==> src/rtl/cbt_pkg.sv <==
package cbt_pkg;

  typedef enum logic {
    EDGE_FALL = 1'b0,
    EDGE_RISE = 1'b1
  } edge_dir_e;

  typedef enum logic [1:0] {
    ACT_IDLE = 2'd0,
    ACT_LOAD = 2'd1,
    ACT_FIRE = 2'd2,
    ACT_HOLD = 2'd3
  } cbt_act_e;

endpackage

==> src/rtl/cbt_target_calc.sv <==
module cbt_target_calc #(
  parameter int CNT_W = 64,
  parameter int SEL_W = $clog2(CNT_W)
) (
  input  logic [CNT_W-1:0] count_i,
  input  logic [SEL_W-1:0] sel_i,
  input  logic             dir_i,
  output logic [CNT_W-1:0] target_o,
  output logic             beyond_o
);
  localparam int SUM_W = CNT_W + 1;

  logic [CNT_W-1:0] keep_mask;
  logic [CNT_W-1:0] base;
  logic [SUM_W-1:0] unit;
  logic [SUM_W-1:0] stride;
  logic [SUM_W-1:0] sum;
  logic             cur_bit;

  // The mask keeps the selected bit and everything above it.
  for (genvar g = 0; g < CNT_W; g++) begin : g_mask
    assign keep_mask[g] = (SEL_W'(g) >= sel_i);
  end

  always_comb begin
    cur_bit  = count_i[sel_i];
    base     = count_i & keep_mask;
    unit     = SUM_W'(1) << sel_i;
    // When the bit already sits at the wanted level, skip one whole half-period.
    stride   = (cur_bit == dir_i) ? (unit << 1) : unit;
    sum      = {1'b0, base} + stride;
    target_o = sum[CNT_W-1:0];
    beyond_o = sum[CNT_W];
  end

endmodule

==> src/rtl/cbt_reach_cmp.sv <==
module cbt_reach_cmp #(
  parameter int CNT_W = 64
) (
  input  logic [CNT_W-1:0] count_i,
  input  logic [CNT_W-1:0] target_i,
  input  logic             beyond_i,
  output logic             reached_o
);
  // A target past the count range can never be reached.
  assign reached_o = !beyond_i && (count_i >= target_i);
endmodule

==> src/rtl/cbt_cfg_track.sv <==
module cbt_cfg_track #(
  parameter int SEL_W = 6
) (
  input  logic             clk,
  input  logic             rst_n,
  input  logic             enable_i,
  input  logic [SEL_W-1:0] sel_i,
  input  logic             dir_i,
  input  logic             rearm_i,
  output logic             reload_o,
  output logic [SEL_W-1:0] sel_q_o
);
  logic             en_q;
  logic [SEL_W-1:0] sel_q;
  logic             dir_q;

  always_ff @(posedge clk or negedge rst_n) begin
    if (!rst_n) begin
      en_q  <= 1'b0;
      sel_q <= '0;
      dir_q <= 1'b0;
    end else begin
      en_q <= enable_i;
      if (enable_i) begin
        sel_q <= sel_i;
        dir_q <= dir_i;
      end
    end
  end

  assign reload_o = enable_i && (!en_q || rearm_i || (sel_i != sel_q) || (dir_i != dir_q));
  assign sel_q_o  = sel_q;

  AST_CFG_CAPTURED: assert property (@(posedge clk) disable iff (!rst_n)
    enable_i |=> (sel_q == $past(sel_i)));

endmodule

==> src/rtl/cbt_event_gen.sv <==
module cbt_event_gen
  import cbt_pkg::*;
#(
  parameter int CNT_W = 64,
  parameter int SEL_W = $clog2(CNT_W)
) (
  input  logic             clk,
  input  logic             rst_n,
  input  logic [CNT_W-1:0] count_i,
  input  logic             enable_i,
  input  logic [SEL_W-1:0] sel_i,
  input  logic             dir_i,
  input  logic             rearm_i,
  output logic             evt_o,
  output logic [CNT_W-1:0] target_o
);
  logic [CNT_W-1:0] next_tgt;
  logic             next_beyond;
  logic [CNT_W-1:0] target_q;
  logic             beyond_q;
  logic             armed_q;
  logic             evt_q;
  logic             reached;
  logic             reload;
  logic [SEL_W-1:0] sel_q;
  cbt_act_e         act;

  cbt_target_calc #(.CNT_W(CNT_W), .SEL_W(SEL_W)) u_calc (
    .count_i (count_i),
    .sel_i   (sel_i),
    .dir_i   (dir_i),
    .target_o(next_tgt),
    .beyond_o(next_beyond)
  );

  cbt_reach_cmp #(.CNT_W(CNT_W)) u_cmp (
    .count_i  (count_i),
    .target_i (target_q),
    .beyond_i (beyond_q),
    .reached_o(reached)
  );

  cbt_cfg_track #(.SEL_W(SEL_W)) u_cfg (
    .clk     (clk),
    .rst_n   (rst_n),
    .enable_i(enable_i),
    .sel_i   (sel_i),
    .dir_i   (dir_i),
    .rearm_i (rearm_i),
    .reload_o(reload),
    .sel_q_o (sel_q)
  );

  // Reload has priority over firing.
  always_comb begin
    if (!enable_i)                act = ACT_HOLD;
    else if (reload)              act = ACT_LOAD;
    else if (armed_q && reached)  act = ACT_FIRE;
    else                          act = ACT_IDLE;
  end

  always_ff @(posedge clk or negedge rst_n) begin
    if (!rst_n) begin
      target_q <= '0;
      beyond_q <= 1'b0;
      armed_q  <= 1'b0;
      evt_q    <= 1'b0;
    end else begin
      unique case (act)
        ACT_LOAD, ACT_FIRE: begin
          target_q <= next_tgt;
          beyond_q <= next_beyond;
          armed_q  <= 1'b1;
          evt_q    <= (act == ACT_FIRE);
        end
        ACT_HOLD: begin
          armed_q <= 1'b0;
          evt_q   <= 1'b0;
        end
        default: evt_q <= 1'b0;
      endcase
    end
  end

  assign evt_o    = evt_q;
  assign target_o = target_q;

  logic [CNT_W-1:0] low_mask;
  assign low_mask = ~({CNT_W{1'b1}} << sel_q);

  AST_QUIET_WHEN_OFF: assert property (@(posedge clk) disable iff (!rst_n)
    !enable_i |=> !evt_o);
  AST_TGT_FROZEN: assert property (@(posedge clk) disable iff (!rst_n)
    !enable_i |=> (target_o == $past(target_o)));
  AST_FIRE_CAUSE: assert property (@(posedge clk) disable iff (!rst_n)
    evt_o |-> (!$past(beyond_q) && ($past(count_i) >= $past(target_o))));
  AST_TGT_AHEAD: assert property (@(posedge clk) disable iff (!rst_n)
    (enable_i && (reload || reached)) |=> (beyond_q || (target_o > $past(count_i))));
  AST_TGT_ALIGNED: assert property (@(posedge clk) disable iff (!rst_n)
    armed_q |-> ((target_o & low_mask) == '0));
  AST_NO_FIRE_ON_LOAD: assert property (@(posedge clk) disable iff (!rst_n)
    reload |=> !evt_o);
  AST_BEYOND_SILENT: assert property (@(posedge clk) disable iff (!rst_n)
    (beyond_q && !reload) |=> !evt_o);

endmodule

==> config.mk <==
export PLATFORM = sky130hd
export DESIGN_NAME = cbt_event_gen
export DESIGN_NICKNAME = d
export VERILOG_FILES = /design/src/rtl/cbt_pkg.sv /design/src/rtl/cbt_target_calc.sv /design/src/rtl/cbt_reach_cmp.sv /design/src/rtl/cbt_cfg_track.sv /design/src/rtl/cbt_event_gen.sv
export SDC_FILE = /design/constraint.sdc
export NUM_CORES = 1
export LEC_CHECK = 0
export CAP_MARGIN = 20
export CORE_ASPECT_RATIO = 2
export CORE_MARGIN = 8
export CORE_UTILIZATION = 62
export DETAILED_ROUTE_END_ITERATION = 10
export PLACE_DENSITY = 0.92
export SLEW_MARGIN = 15
export SYNTH_ARGS = -nofsm -noshare
export SYNTH_HDL_FRONTEND = slang
export SYNTH_SLANG_ARGS = --single-unit
==> constraint.sdc <==
create_clock -name clk -period 5.85 [get_ports clk]
set_clock_uncertainty 0.15 [all_clocks]
set_input_delay 0.585 -clock clk [delete_from_list [all_inputs] [get_ports clk]]
set_output_delay 0.585 -clock clk [all_outputs]
set_load 0.05 [all_outputs]
==> results of run 1 <==
[through the flow]
step	cell area, um2	util (%)	TNS [ns]	setup WS (ns)
2_1_floorplan	10300	-	0	0.0370
3_3_place_gp	13900	84.3	-9.48	-0.561
3_5_place_dp	13900	84.3	-27.19	-1.04
4_1_cts	14400	87.4	0	0.00137
[layer usage]
metal  GRT overflow  global-route usage, %
met2              1                   80.3
met5              0                   13.5
met4              4                   62.6
met1              1                   60.6
met3              0                   47.7
[what timing repair did]
| item | CTS |
|---|---|
| pin swaps | 21 |
| cloned | 1 |
| endpoints found under the setup margin | 47 |
| buffers inserted | 9 |
| resized for setup | 72 |
| hold buffers | 0 |
[kinds of logic after synthesis]
logic type	after synthesis
buffers and inverters	149
adders and majority gates	132
AOI/OAI and AO/OA	388
DFF	75
muxes	49
and+or+nand+nor	447
xor gates and xnor gates	68
==> reports/results.ini, run 1 <==
[die]
floorplan.die.width_um = 107
num_io_pins = 140
floorplan.die.height_um = 199
num_rows = 67
start_util_pct = 62.5

[clock_network]
cts_buffers = 9
ctsHtreeMaxLevel = 3
clockBufferDepth = 2
clock_tree_root_buffer_cell = sky130_fd_sc_hd__clkbuf_16
cts.sinks = 75

[logic_synthesis]
synth_most_common_cell = sky130_fd_sc_hd__nand2_1
number_of_synthesized_flops_with_an_enable_pin = 0
synth.mux.area_fraction_pct = 7.67
share_of_synthesized_cell_area_in_full_adder_half_adder_and_majority_cells_pct = 16.1
synth_commonest_cells = sky130_fd_sc_hd__nand2_1 (140), sky130_fd_sc_hd__ha_1 (131), sky130_fd_sc_hd__a21oi_1 (115), sky130_fd_sc_hd__nor2_1 (107), sky130_fd_sc_hd__o21ai_0 (104)
post_synth_xor_area_fraction_pct = 6.13
post_synthesis_compound_gate_area_fraction_pct = 23.5
synthSimpleGateAreaFrac_pct = 21.9
yosysUniqueCellTypes = 88
synth.cell_area_um2 = 10300
largest_family_of_logic_cells_by_synthesized_area = compound AO/OA/AOI/OAI gates
yosysTopAreaCellShare_pct = 18.2
synth_top_area_cell = sky130_fd_sc_hd__dfrtp_1
synthesis.nets = 1515
synthesis.yosys.warnings = 0
yosysSeqAreaShare_pct = 18.2
post_synth_inst_count = 1308
post_synth.cell_area_avg_um2 = 7.90
synth.area.top_cells = sky130_fd_sc_hd__dfrtp_1 (18%), sky130_fd_sc_hd__ha_1 (16%), sky130_fd_sc_hd__a21oi_1 (5.6%)
postSynth.topFlopCell = sky130_fd_sc_hd__dfrtp_1
share_of_flip_flops_with_an_asynchronous_set_or_reset_after_synthesis_pct = 100
ys_seq_elements = 75

[status]
tool.error = [ERROR GRT-0116] Global routing finished with congestion. Check the congestion regions in the DRC Viewer.
stop_stage = 5_1_grt
result_of_the_run = aborted with a tool error

[placed_design]
routabilityCongestion = 1.21
detailed_place_hpwl_um = 37300
numPortBuffers = 139
post-place-cells = 1885

[global_routing]
grt_overflow_total = 6
grt_pass1_vias = 16400
grt_pass1_wl_um = 101000
grt.total_usage_pct = 62.6
grt_max_degree = 76

==> inputs of run 2 (changes only) <==
CORE_ASPECT_RATIO = unset   (was 2)
CORE_UTILIZATION = 40   (was 62)
PLACE_DENSITY = unset   (was 0.92)
PLACE_DENSITY_LB_ADDON = 0.15   (was unset)
==> run 2 against run 1 <==
  * The run now ends clean
  * Synthesized cell count did not move
  * Area after synthesis did not move
==> reports/results.ini, run 2 <==
[timing]
finalHoldViolCount = 0
final_setup_fails = 0
setup_total_negative_slack_ns = 0
slew_viol_final = 0
min_period_over_period_pct = 98.3
worst_pin_slew_ns = 0.812
max_freq_mhz = 174
slew-limit-headroom_pct = 45.3
timing.final.crit_period_ns = 5.75

[worst_setup_path]
slowest_stage = sky130_fd_sc_hd__or4b_1
worstReg2RegStart = target_o[0]
crit_end = target_o[57]
cp_data_arrival_time_ns = 5.90
worst-endpoint-required_ns = 6.00
worst_setup_end_kind = register
critical_path.cell_chain = clkdlybuf4s50_1, mux4_2, nor2b_1, a211oi_1, a21oi_1, o21ai_2, a21oi_2, xor2_4, buf_12, nor3_2, a31oi_2, nor2_1, ha_1, nand2_1, or3_4, nor3b_4, o21ai_4, o31ai_2, buf_4, a41oi_4, o21ai_4, a31oi_4, or4b_1, nand3_1
cp_common_cell = sky130_fd_sc_hd__o21ai_4
setup.worst_path.start = count_i[19]
worst_r2r_path_depth = 16
biggest_cell_delay_along_the_critical_path_ns = 0.54
worstSetupStartpointType = input pin
crit_path_max_fanout = 9
timing.setup.critical_path_class = input pin to register
regToRegEndpoint = target_o[57]
timing.reg2reg.setup_slack_ns = 1.45

[placed_design]
numPortBuffers = 139  ; unchanged
post-place-cells = 2106  ; +12%
detailed_place_hpwl_um = 37900  ; +1.6%
placedInstanceArea_um2 = 14800  ; +6.2%
routabilityCongestion = 1.00  ; -17%

[logic_synthesis]
synth_top_area_cell = sky130_fd_sc_hd__dfrtp_1
post_synth_inst_count = 1308  ; unchanged
ys_seq_elements = 75  ; unchanged
synthesis.nets = 1515  ; unchanged
yosysTopAreaCellShare_pct = 18.2  ; unchanged
post_synth.cell_area_avg_um2 = 7.90  ; unchanged
synth_commonest_cells = sky130_fd_sc_hd__nand2_1 (140), sky130_fd_sc_hd__ha_1 (131), sky130_fd_sc_hd__a21oi_1 (115), sky130_fd_sc_hd__nor2_1 (107), sky130_fd_sc_hd__o21ai_0 (104)
number_of_synthesized_flops_with_an_enable_pin = 0  ; unchanged
synth.cell_area_um2 = 10300  ; unchanged
yosysUniqueCellTypes = 88  ; unchanged
synthesis.yosys.warnings = 0  ; unchanged
synth_most_common_cell = sky130_fd_sc_hd__nand2_1
synth.area.top_cells = sky130_fd_sc_hd__dfrtp_1 (18%), sky130_fd_sc_hd__ha_1 (16%), sky130_fd_sc_hd__a21oi_1 (5.6%)
postSynth.topFlopCell = sky130_fd_sc_hd__dfrtp_1
share_of_flip_flops_with_an_asynchronous_set_or_reset_after_synthesis_pct = 100  ; unchanged
yosysSeqAreaShare_pct = 18.2  ; unchanged

[global_routing]
grt_overflow_total = 0
grt.total_usage_pct = 29.0
grt_pass1_wl_um = 69200
initial_antenna_violation_count = 0
grt_max_degree = 76
grt_pass1_vias = 11700

[die]
fp.dieArea_um2 = 31200
num_rows = 59  ; -12%
start_util_pct = 40.2  ; -22 points
floorplan.die.height_um = 177  ; -11%
floorplan.core_area_um2 = 25700
floorplan.die.width_um = 177  ; +65%
num_io_pins = 140  ; unchanged

[routing]
routed-via-count = 12000
routed_wire_length_per_instance_um = 21.4
antenna_violating_nets_remaining = 0
drcViolationCount = 0
post_drt_via_cell_ratio = 5.57
number_of_iterations_in_the_first_detailed_routing_pass = 5
postRouteWirelength_um = 46000
detailedRoute.firstIterationViolations = 995

[finish]
finalCoreUtilization_pct = 61.1
largest_register_ffs = 64
fin_nets = 2018
layout.cells.non_filler = 2151
share_of_final_layout_standard_cells_stronger_than_drive_strength_1_pct = 29.8
commonest_cells_after_routing_fill_and_taps_aside = sky130_fd_sc_hd__buf_4 (410), sky130_fd_sc_hd__nand2_1 (140), sky130_fd_sc_hd__ha_1 (128)
insertedDiodeCount = 0
leading_cell_type_in_the_layout_fill_and_taps_excluded = sky130_fd_sc_hd__buf_4
area_growth_syn_to_layout_pct = 51.8
design_area_um2 = 15700

[pwr]
maximum_vdd_drop_uv = 127
power.density_cell_area_nw_per_um2 = 163
finalPower_uw = 2550
power.static_leakage_uw = 0.00764

[status]
result_of_the_run = finished, final reports clean

[clock_network]
cts.sinks = 75  ; unchanged
ctsHtreeMaxLevel = 3  ; unchanged
number_of_buffers_added_to_fix_hold_violations_after_cts = 0  ; unchanged
clk_pin_slew_worst_paths_ns = 0.07
cts_buffers = 9  ; unchanged
clock_tree_root_buffer_cell = sky130_fd_sc_hd__clkbuf_16
clock_tree_from_tritoncts = built
clockBufferDepth = 2  ; unchanged
clock_latency_ns = 0.37

[job]
drv_cap = 0

[worst_hold_path]
hold_class = input pin to asynchronous set/reset pin

==> run 2: cell counts after synthesis <==
No cell type changed its count.
==> run 2: kinds of logic (layout without fill, tap and decap cells) <==
group | Yosys count | after routing | share of synthesized area (%)
and+or+nand+nor | 447 | 447 | 21.9
AOI/OAI and AO/OA | 388 | 388 | 23.5
buffers and inverters | 149 | 657 | 6.63
adders and majority gates | 132 | 132 | 16.1
DFF | 75 | 75 | 18.2
xor gates and xnor gates | 68 | 68 | 6.13
muxes | 49 | 49 | 7.67
==> run 2: through the flow <==
| stage | hold slack, ns | worst slack, ns |
|---|---|---|
| 2_1_floorplan | 0.139 | 0.0370 |
| 3_3_place_gp | 0.327 | -1.02 |
| 3_5_place_dp | 0.329 | -1.09 |
| 4_1_cts | 0.287 | 0.00614 |
| 5_1_grt | 0.0732 | -0.0258 |
| 6_report | 0.0327 | 0.102 |
==> run 2: cell type report <==
class	instances	area, um2
fill	2395	10000
multi-input combinational	1084	8010
timing repair buffer	561	4770
sequential	75	1880
tap	335	419
inverter	80	300
clock buffer	9	225
clock inverter	7	85.1
==> run 2: repair_timing <==
action,CTS,global route
endpoints found under the hold margin,0,0
buffers inserted,15,12
pin swaps,20,27
gates resized for setup,57,53
setup endpoints to repair,38,30
gates cloned,1,0
==> run 2: critical path: cells and delay by family <==
kind,cells,cell delay [ns]
mux,1,0.52
buf+inv,3,0.77
fa+ha+maj,1,0.39
simple gates,8,1.68
xor+xnor,1,0.23
compound gates,10,1.72
==> run 2: how the worst min path moves through the flow <==
stage / slack (ns) / startpoint / to / cells after the start
after floorplan: 0.14 / rst_n / armed_q / 0
after global placement: 0.33 / armed_q / armed_q / 2
after detailed placement: 0.33 / armed_q / armed_q / 2
after CTS: 0.29 / rst_n / target_o[23] / 1
after global routing: 0.07 / rst_n / target_o[23] / 1
final: 0.03 / rst_n / target_o[23] / 1
==> run 2: per-layer routing <==
layer  up-vias  routed length [um]  global-route usage [%]
met5         -                   0                       0
met4         0                1390                    9.18
met3        64                3910                    5.63
met2       518               19100                    42.6
met1      5664               21600                    41.7
li1       5725                   -                       -
==> run 2: where the power goes <==
group / internal [uW] / leakage, uW / switching, uW / total, uW
clock network: 340 / 0.000146 / 298 / 639
logic: 539 / 0.00654 / 755 / 1290
registers: 583 / 0.000953 / 38.2 / 621
(Power assumes the default switching activity.)
